### src/rtl/arb_pkg.sv
package arb_pkg;

  // Where the level used by a state update comes from
  typedef enum logic [1:0] {
    SRC_ACK  = 2'd0,
    SRC_CMD  = 2'd1,
    SRC_SCAN = 2'd2
  } lvlSrc_e;

  // Strobes from control to datapath
  typedef struct packed {
    logic    setBit;   // set in-service bit of the selected level
    logic    clrBit;   // clear in-service bit of the selected level
    logic    loadPtr;  // load lowest-priority pointer with the selected level
    lvlSrc_e src;
  } arbCtl_t;

endpackage

### src/rtl/prio_scan.sv
// Walks the levels from basePtr+1 round to basePtr, stopping at the first
// stop bit or returning the first candidate bit found.
module prio_scan #(
  parameter int N  = 8,
  parameter int LW = $clog2(N)
) (
  input  logic [N-1:0]  candVec,
  input  logic [N-1:0]  stopVec,
  input  logic [LW-1:0] basePtr,
  output logic          hit,
  output logic [LW-1:0] lvl
);

  logic          done;
  logic [LW-1:0] idx;

  always_comb begin
    hit  = 1'b0;
    lvl  = '0;
    done = 1'b0;
    idx  = '0;
    for (int i = 0; i < N; i++) begin
      idx = basePtr + LW'(i) + LW'(1);
      if (!done) begin
        if (stopVec[idx]) begin
          done = 1'b1;
        end else if (candVec[idx]) begin
          hit  = 1'b1;
          lvl  = idx;
          done = 1'b1;
        end
      end
    end
  end

endmodule

### src/rtl/arb_ctrl.sv
// Decodes acknowledge and command strobes into datapath update strobes.
module arb_ctrl
  import arb_pkg::*;
(
  input  logic    ackStrobe,
  input  logic    autoEoi,
  input  logic    rotateEn,
  input  logic    cmdStrobe,
  input  logic    cmdEoi,
  input  logic    cmdSpecific,
  input  logic    nsHit,
  output arbCtl_t ctl
);

  logic eoiHit;

  always_comb begin
    ctl    = '{setBit: 1'b0, clrBit: 1'b0, loadPtr: 1'b0, src: SRC_ACK};
    eoiHit = cmdSpecific | nsHit;
    if (ackStrobe) begin
      // acknowledge outranks any command in the same cycle
      ctl.src     = SRC_ACK;
      ctl.setBit  = !autoEoi;
      ctl.loadPtr = autoEoi && rotateEn;
    end else if (cmdStrobe && cmdEoi) begin
      ctl.src     = cmdSpecific ? SRC_CMD : SRC_SCAN;
      ctl.clrBit  = eoiHit;
      ctl.loadPtr = eoiHit && rotateEn;
    end else if (cmdStrobe && cmdSpecific && rotateEn) begin
      ctl.src     = SRC_CMD;
      ctl.loadPtr = 1'b1;
    end
  end

endmodule

### src/rtl/arb_datapath.sv
// In-service register, pointer register and the two priority scans.
module arb_datapath
  import arb_pkg::*;
#(
  parameter int N         = 8,
  parameter int LW        = $clog2(N),
  parameter bit IS_MASTER = 1'b1,
  parameter int CASC_LVL  = 2
) (
  input  logic          clk,
  input  logic          rstN,
  input  arbCtl_t       ctl,
  input  logic [LW-1:0] ackLevel,
  input  logic [LW-1:0] cmdLevel,
  input  logic [N-1:0]  reqVec,
  input  logic [N-1:0]  maskVec,
  input  logic          specialMask,
  input  logic          nestedMode,
  output logic          winValid,
  output logic [LW-1:0] winLevel,
  output logic [N-1:0]  isrVec,
  output logic          nsHit
);

  localparam logic [LW-1:0] PTR_RESET = LW'(N - 1);
  localparam logic [N-1:0]  CASC_BIT  = N'(1) << CASC_LVL;

  logic [N-1:0]  isrQ;
  logic [LW-1:0] lowPtrQ;
  logic [N-1:0]  blockVec;
  logic [N-1:0]  eoiCand;
  logic [LW-1:0] nsLevel;
  logic [LW-1:0] selLevel;

  generate
    if (IS_MASTER) begin : g_master
      always_comb begin
        if (specialMask)      blockVec = '0;
        else if (nestedMode)  blockVec = isrQ & ~CASC_BIT;
        else                  blockVec = isrQ;
      end
    end else begin : g_slave
      logic unusedNested;
      assign unusedNested = nestedMode;
      always_comb blockVec = specialMask ? '0 : isrQ;
    end
  endgenerate

  assign eoiCand = isrQ & ~(specialMask ? maskVec : '0);

  prio_scan #(.N(N), .LW(LW)) u_winScan (
    .candVec (reqVec & ~maskVec),
    .stopVec (blockVec),
    .basePtr (lowPtrQ),
    .hit     (winValid),
    .lvl     (winLevel)
  );

  prio_scan #(.N(N), .LW(LW)) u_eoiScan (
    .candVec (eoiCand),
    .stopVec ('0),
    .basePtr (lowPtrQ),
    .hit     (nsHit),
    .lvl     (nsLevel)
  );

  always_comb begin
    case (ctl.src)
      SRC_ACK:  selLevel = ackLevel;
      SRC_CMD:  selLevel = cmdLevel;
      default:  selLevel = nsLevel;
    endcase
  end

  always_ff @(posedge clk or negedge rstN) begin
    if (!rstN) begin
      isrQ    <= '0;
      lowPtrQ <= PTR_RESET;
    end else begin
      if (ctl.setBit)       isrQ <= isrQ | (N'(1) << selLevel);
      else if (ctl.clrBit)  isrQ <= isrQ & ~(N'(1) << selLevel);
      if (ctl.loadPtr)      lowPtrQ <= selLevel;
    end
  end

  assign isrVec = isrQ;

endmodule

### src/rtl/rot_prio_resolver.sv
module rot_prio_resolver
  import arb_pkg::*;
#(
  parameter int NUM_LEVELS = 8,
  parameter bit IS_MASTER  = 1'b1,
  parameter int CASC_LVL   = 2,
  localparam int LW        = $clog2(NUM_LEVELS)
) (
  input  logic                  clk,
  input  logic                  rstN,
  input  logic [NUM_LEVELS-1:0] reqVec,
  input  logic [NUM_LEVELS-1:0] maskVec,
  input  logic                  specialMask,
  input  logic                  nestedMode,
  input  logic                  autoEoi,
  input  logic                  rotateEn,
  input  logic                  cmdStrobe,
  input  logic                  cmdEoi,
  input  logic                  cmdSpecific,
  input  logic [LW-1:0]         cmdLevel,
  input  logic                  ackStrobe,
  input  logic [LW-1:0]         ackLevel,
  output logic                  winValid,
  output logic [LW-1:0]         winLevel,
  output logic [NUM_LEVELS-1:0] inService
);

  arbCtl_t ctl;
  logic    nsHit;

  arb_ctrl u_ctrl (
    .ackStrobe   (ackStrobe),
    .autoEoi     (autoEoi),
    .rotateEn    (rotateEn),
    .cmdStrobe   (cmdStrobe),
    .cmdEoi      (cmdEoi),
    .cmdSpecific (cmdSpecific),
    .nsHit       (nsHit),
    .ctl         (ctl)
  );

  arb_datapath #(
    .N(NUM_LEVELS), .LW(LW), .IS_MASTER(IS_MASTER), .CASC_LVL(CASC_LVL)
  ) u_dp (
    .clk         (clk),
    .rstN        (rstN),
    .ctl         (ctl),
    .ackLevel    (ackLevel),
    .cmdLevel    (cmdLevel),
    .reqVec      (reqVec),
    .maskVec     (maskVec),
    .specialMask (specialMask),
    .nestedMode  (nestedMode),
    .winValid    (winValid),
    .winLevel    (winLevel),
    .isrVec      (inService),
    .nsHit       (nsHit)
  );

endmodule

### config.mk
export PLATFORM = sky130hd
export DESIGN_NAME = rot_prio_resolver
export DESIGN_NICKNAME = d
export VERILOG_FILES = /design/src/rtl/arb_pkg.sv /design/src/rtl/prio_scan.sv /design/src/rtl/arb_ctrl.sv /design/src/rtl/arb_datapath.sv /design/src/rtl/rot_prio_resolver.sv
export SDC_FILE = /design/constraint.sdc
export NUM_CORES = 1
export LEC_CHECK = 0
export BUFFER_PORTS_ARGS = -buffer_cell sky130_fd_sc_hd__buf_4
export CAP_MARGIN = 15
export CORE_ASPECT_RATIO = 1.75
export CORE_MARGIN = 2
export CORE_UTILIZATION = 55
export CTS_BUF_LIST = sky130_fd_sc_hd__clkbuf_2
export CTS_CLUSTER_DIAMETER = 200
export DETAILED_ROUTE_END_ITERATION = 8
export GPL_ROUTABILITY_DRIVEN = 0
export HOLD_SLACK_MARGIN = 0.05
export PLACE_DENSITY = 0.91
export SYNTH_ARGS = -nofsm -noshare
export SYNTH_HDL_FRONTEND = slang
export SYNTH_SLANG_ARGS = --single-unit
export TNS_END_PERCENT = 20
### constraint.sdc
create_clock -name clk -period 4.8 [get_ports clk]
set_input_delay 0.96 -clock clk [delete_from_list [all_inputs] [get_ports clk]]
set_output_delay 0.96 -clock clk [all_outputs]
set_load 0.005 [all_outputs]
==> flow_summary.yaml, run 1 <==
routing:
  first_pass_iters: 6
  drtIter0Drc: 292
  wire_per_inst_microns: 22.8
  route.detailed.drc: 0
  ant_nets: 0
  via_count: 3358
  routed_wirelength_mm: 10.3
  vias_per_cell: 7.40
yosys:
  ys_seq_elements: 11
  synthDistinctLibCells: 72
  syn_inst: 339
  ys_async_sr_fraction_pct: 100
  syn-num-nets: 374
  synth_area_per_cell_sq_um: 8.91
  ys_warn_count: 0
  netlist_area_sq_mm: 0.00302
  dominantRegCellSynth: "dfrtp_1"
  ys_seq_area_share_pct: 9.24
  synth-edff-count: 0
global_route:
  grt_start_max_net_pins: 29
  grt_pass1_wl_mm: 16.1
  grt_overflow_total: 0
  grt_pass1_vias: 3256
  globalRouteTotalUtil_pct: 34.7
  antenna_found_initial: 0
setup_path:
  crit_path_end_kind: "output pin"
  crit_fanout: 7
  crit_required_ns: 3.84
  crit_type: "flop to output pin"
  cp.arrival_ns: 3.81
  cp-start-kind: "flop"
clock_tree:
  cts-htree-levels: 1
  cts_tree: "built"
  clkTransAtPathRegs_ns: 0.09
  cts-root-buf: "clkbuf_2"
  cts_hold_buffers: 0
  cts_made_buffers: 3
  clkSinkCount: 11
  cts_buffer_depth: 2
  clk_latency_ns: 0.26
power_and_ir_drop:
  switchingPower_mw: 1.54
  power_frac_comb_pct: 90.9
  power_density_mw_per_mm2: 828
  peakVddDrop_uv: 562
  p_clk_share_pct: 1.7
  internal_power_mw: 1.40
  swShare_pct: 52.3
  power_leakage_nw: 1.37
  power_frac_seq_pct: 7.3
die:
  num_rows: 35
  die_y_microns: 102
  io_pins: 44
  start_util_pct: 57.0
  core_area_sq_mm: 0.00530
  dieArea_sq_mm: 0.00612
  die_w_microns: 60.0
final_layout:
  fin_util_pct: 66.9
  mostFrequentLayoutCell: "buf_4"
  layout-area-overhead-vs-synth_pct: 17.3
  mostFrequentLayoutCells: "buf_4, nor2_1, mux4_2, mux2i_1, nand2_1"
  antennaDiodeCount: 0
  drive_above_1_share_pct: 37.6
  finalNetCount: 416
timing:
  hold_violations: 0
  worst_pin_slew_ns: 1.07
  slew_viol_final: 0
  setup_slack_ns: 0.0267
  finalCriticalPeriod_ns: 4.77
  max_freq_ghz: 0.209
  fin_skew_ns: 0.00397
  finalSetupTns_ns: 0
  slew_headroom_pct: 28.0
  period_share_pct: 99.4
  finalSetupViolations: 0
  worst_hold_slack_ns: 0.510
placement:
  io_buffers: 43
  hpwlAfterDp_mm: 7.97
  post-place-ws_ns: 0.119
job:
  maxCapViolCount: 0
hold_path:
  hp-class: "primary input to async pin"
outcome:
  outcome: "complete, no violations"
==> critical path, stage by stage (launching register included) <==
cell and delay [ns]:
dfstp_2 0.64, ha_1 0.25, buf_4 0.20, xnor2_2 0.10
xnor2_2 0.23, buf_4 0.22, mux4_2 0.33, or2_2 0.35
nor3_2 0.22, nor4b_4 0.33, nor3b_2 0.32, a2111oi_2 0.10
mux2i_1 0.14, buf_4 0.13
==> final timing paths <==
check                                      from              end  slack, ns  cells after the start
worst min-delay path                       rstN        async pin       0.51                      1
worst max register to register  u_dp.lowPtrQ[0]             flop       0.36                     12
worst min register to register             flop             flop       0.58                      1
max in group asynchronous                  rstN  u_dp.lowPtrQ[2]       4.07                      1
worst max-delay path            u_dp.lowPtrQ[1]      winLevel[0]       0.03                     13
min in group clk                           flop             flop       0.58                      1
==> metal layers <==
metal | vias to the layer above | global-route usage (%) | wire length, microns
met4 | 0 | 23.2 | 772
li1 | 1431 | - | -
met3 | 87 | 3.92 | 824
met1 | 1588 | 38.9 | 3440
met5 | - | 0 | 0
met2 | 252 | 59.4 | 5310
==> power groups by stage <==
stage | registers [mW] | clock network (mW) | logic, mW
CTS | 0.209 | 0.0539 | 2.51
global route | 0.221 | 0.0543 | 2.81
finish | 0.215 | 0.0508 | 2.67
detailed placement | 0.209 | 0 | 2.48
floorplan | 0.181 | 0 | 1.80
global placement | 0.206 | 0 | 2.39
==> Yosys cell counts, types with 3 or more instances <==
cell	number	area share (%)
mux2i_1	22	7.3
o21ai_0	10	1.7
nor3_1	10	1.7
a2bb2oi_1	3	0.87
o31ai_1	4	0.99
a21bo_2	4	1.3
o22ai_1	5	1.0
nand2_1	21	2.6
a211oi_1	9	2.2
a21oi_1	13	2.2
nor2b_1	14	2.9
xnor2_1	3	0.87
dfstp_2	3	2.6
mux4_2	27	20
nor2_1	30	3.7
buf_6	3	1.1
o211ai_1	5	1.2
buf_2	9	1.5
a21boi_1	6	1.5
xor2_1	3	0.87
nor4_1	3	0.62
or2_2	3	0.62
inv_2	3	0.37
mux2_1	5	1.9
and2_1	4	0.83
dfrtp_1	8	6.6
clkbuf_1	11	1.4
nand3b_1	6	1.5
mux2_2	15	5.6
a221oi_1	4	1.2
nor3b_1	3	0.75
inv_1	4	0.50
nand3_1	7	1.2
ha_1	3	1.2
nand2b_1	5	1.0
==> timing repair <==
action                                  CTS  global route
resized for setup                         2            13
endpoints found under the setup margin    3             4
setup buffers                             0             2
==> through the flow <==
step	power, mW	instance area [sq um]	std cells
CTS	2.78	3480	452
global route	3.08	3540	454
floorplan	1.98	3030	339
detailed placement	2.69	3440	448
finish	2.94	3540	454
global placement	2.60	3440	448
==> cells by family after synthesis <==
logic type / share of synthesized area [%]
AND/OR/NAND/NOR: 21.5
multiplexers: 35.4
AO/OA/AOI/OAI: 24.5
XOR/XNOR: 2.82
adder cells (fa/ha/maj): 1.24
buffers and inverters: 5.34
flip-flops: 9.24
==> cell type report <==
cell class | instances | area [sq um]
fill | 393 | 1760
multi-input combinational | 296 | 2650
clock buffer | 4 | 20.0
inverter | 7 | 28.8
timing repair buffer | 62 | 477
tap | 74 | 92.6
sequential | 11 | 279
Power figures use the tool's default switching activity.
==> run 2: changes to the inputs <==
--- a/config.mk
+++ b/config.mk
@@ -6,16 +6,15 @@
 export NUM_CORES = 1
 export LEC_CHECK = 0
 export BUFFER_PORTS_ARGS = -buffer_cell sky130_fd_sc_hd__buf_4
-export CAP_MARGIN = 15
 export CORE_ASPECT_RATIO = 1.75
 export CORE_MARGIN = 2
-export CORE_UTILIZATION = 55
+export CORE_UTILIZATION = 30
 export CTS_BUF_LIST = sky130_fd_sc_hd__clkbuf_2
 export CTS_CLUSTER_DIAMETER = 200
 export DETAILED_ROUTE_END_ITERATION = 8
 export GPL_ROUTABILITY_DRIVEN = 0
 export HOLD_SLACK_MARGIN = 0.05
-export PLACE_DENSITY = 0.91
+export PLACE_DENSITY = 0.6
 export SYNTH_ARGS = -nofsm -noshare
 export SYNTH_HDL_FRONTEND = slang
 export SYNTH_SLANG_ARGS = --single-unit
==> run 2 against run 1 <==
  * Clock skew grew 0.0077 ns
  * Routed wire length grew 6.7%
  * Total power grew 1.9%
  * Combinational power grew 2%
  * Core utilization shrank 30 points
  * Via count shrank 3.2%
  * Sequential cell count is the same
  * Die area grew 78%
  * Register-to-register slack gained 0.18 ns
  * First-iteration DRC count shrank 23%
  * Critical path type unchanged
  * Largest cell class unchanged
==> flow_summary.yaml, run 2 (synthesis results as in run 1) <==
outcome:
  outcome: "complete, no violations"
final_layout:
  fill_cells: 1023
  final_area_sq_mm: 0.00368
  finalNetCount: 428
  mostFrequentLayoutCell: "buf_4"
  layout-area-overhead-vs-synth_pct: 21.8
  mostFrequentLayoutCells: "buf_4, nor2_1, mux4_2, mux2i_1, nand2_1"
  fin_util_pct: 37.4
  antennaDiodeCount: 0
  drive_above_1_share_pct: 39.3
clock_tree:
  clkTransAtPathRegs_ns: 0.13
  cts_tree: "built"
  cts-root-buf: "clkbuf_2"
  clkSinkCount: 11
  cts_made_buffers: 3
  clk_latency_ns: 0.27
  cts_hold_buffers: 0
  cts_buffer_depth: 2
  cts-htree-levels: 1
routing:
  ant_nets: 0
  wire_per_inst_microns: 21.3
  route.detailed.drc: 0
  via_count: 3251
  routed_wirelength_mm: 11.0
  drtIter0Drc: 225
  first_pass_iters: 5
  vias_per_cell: 6.29
setup_path:
  crit_path_end_kind: "output pin"
  crit_fanout: 6
  cpPeakStageDelay_ns: 0.65
  path_cells: "inv_2 -> ha_1 -> xnor2_2 -> buf_4 -> mux4_2 -> or2_2 -> or2_2 -> o211ai_1 -> a221oi_2 -> a221oi_2 -> a211o_1 -> buf_4"
  crit_required_ns: 3.84
  cp-start-kind: "flop"
  crit_type: "flop to output pin"
  cp.arrival_ns: 3.74
  crit_slowest_cell: "dfstp_2"
  worst_r2r_path_depth: 12
placement:
  hpwlAfterDp_mm: 8.86
  placedInstanceArea_sq_mm: 0.00357
  io_buffers: 43
job:
  maxCapViolCount: 0
hold_path:
  hp-class: "primary input to async pin"
timing:
  period_share_pct: 98.0
  fin_skew_ns: 0.0116
  worst_pin_slew_ns: 0.992
  slew_viol_final: 0
  finalCriticalPeriod_ns: 4.70
  rsz0062_at_grt: "true"
  max_freq_ghz: 0.213
  finalSetupViolations: 0
  hold_violations: 0
  slew_headroom_pct: 33.3
die:
  dieArea_sq_mm: 0.0109
  num_rows: 48
  start_util_pct: 30.7
  die_w_microns: 79.9
  io_pins: 44
  core_area_sq_mm: 0.00985
  die_y_microns: 137
global_route:
  grt_start_max_net_pins: 26
  grt_pass1_vias: 3182
  antenna_found_initial: 0
  globalRouteTotalUtil_pct: 20.0
  grt_pass1_wl_mm: 16.8
  grt_overflow_total: 0
power_and_ir_drop:
  peakVddDrop_uv: 325
  power_density_mw_per_mm2: 813
  power_leakage_nw: 1.43
-- run 2: cell count changes in the layout (fill, tap and decap cells not counted), sizes merged --
cell and delta:
clkbuf -1, clkinv +1, buf +12
-- run 2: routing by layer --
layer	GRT usage (%)	wire length [microns]	vias to the layer above
li1	-	-	1454
met1	20.4	3710	1583
met2	37.3	5980	153
met3	1.32	446	61
met4	14.3	905	0
met5	0	0	-
-- run 2: repair_timing --
action / CTS / global route
setup endpoints to repair: 0 / 4
setup buffers: 0 / 5
resized for setup: 0 / 10
endpoints found under the hold margin: 0 / 0
-- run 2: worst paths after layout --
check / from / endpoint / slack [ns]
hold reg to reg: flop / flop / 0.60
max in group asynchronous: rstN / u_dp.lowPtrQ[0] / 4.06
hold / removal: rstN / async pin / 0.50
setup / recovery: u_dp.lowPtrQ[1] / winLevel[1] / 0.1
min in group clk: flop / flop / 0.60
setup reg to reg: u_dp.lowPtrQ[1] / flop / 0.54
-- run 2: area by class of cell --
| type | instances | area [sq um] | area share, % |
|---|---|---|---|
| clock buffer | 3 | 15.0 | 0.408 |
| clock inverter | 1 | 5.00 | 0.136 |
| inverter | 7 | 26.3 | 0.714 |
| multi-input combinational | 296 | 2640 | 71.6 |
| sequential | 11 | 279 | 7.58 |
| tap | 125 | 156 | 4.25 |
| timing repair buffer | 74 | 563 | 15.3 |
-- run 2: worst max-delay path, delay by kind of cell (launching register included) --
family / cells / cell delay (ns)
adders and majority gates: 1 / 0.33
buffers and inverters: 3 / 0.33
xor gates and xnor gates: 1 / 0.23
muxes: 1 / 0.50
and+or+nand+nor: 2 / 0.67
AOI/OAI and AO/OA: 4 / 0.76
DFF: 1 / 0.65
-- run 2: power by group --
part | switching, mW | leakage, nW | internal, mW
combinational | 1.46 | 1.27 | 1.27
clock | 0.0341 | 0.0164 | 0.0189
sequential | 0.0717 | 0.136 | 0.139
-- run 2: per-stage QoR --
stage | hold slack (ns) | setup slack [ns] | power [mW] | cells | TNS (ns)
floorplan | 0.543 | -0.00371 | 1.98 | 339 | -0.00504
global placement | 0.561 | 0.265 | 2.74 | 508 | 0
detailed placement | 0.584 | 0.207 | 2.76 | 508 | 0
CTS | 0.496 | 0.0243 | 2.82 | 512 | 0
global route | 0.477 | -0.0873 | 3.17 | 517 | -0.131
finish | 0.504 | 0.0970 | 2.99 | 517 | 0
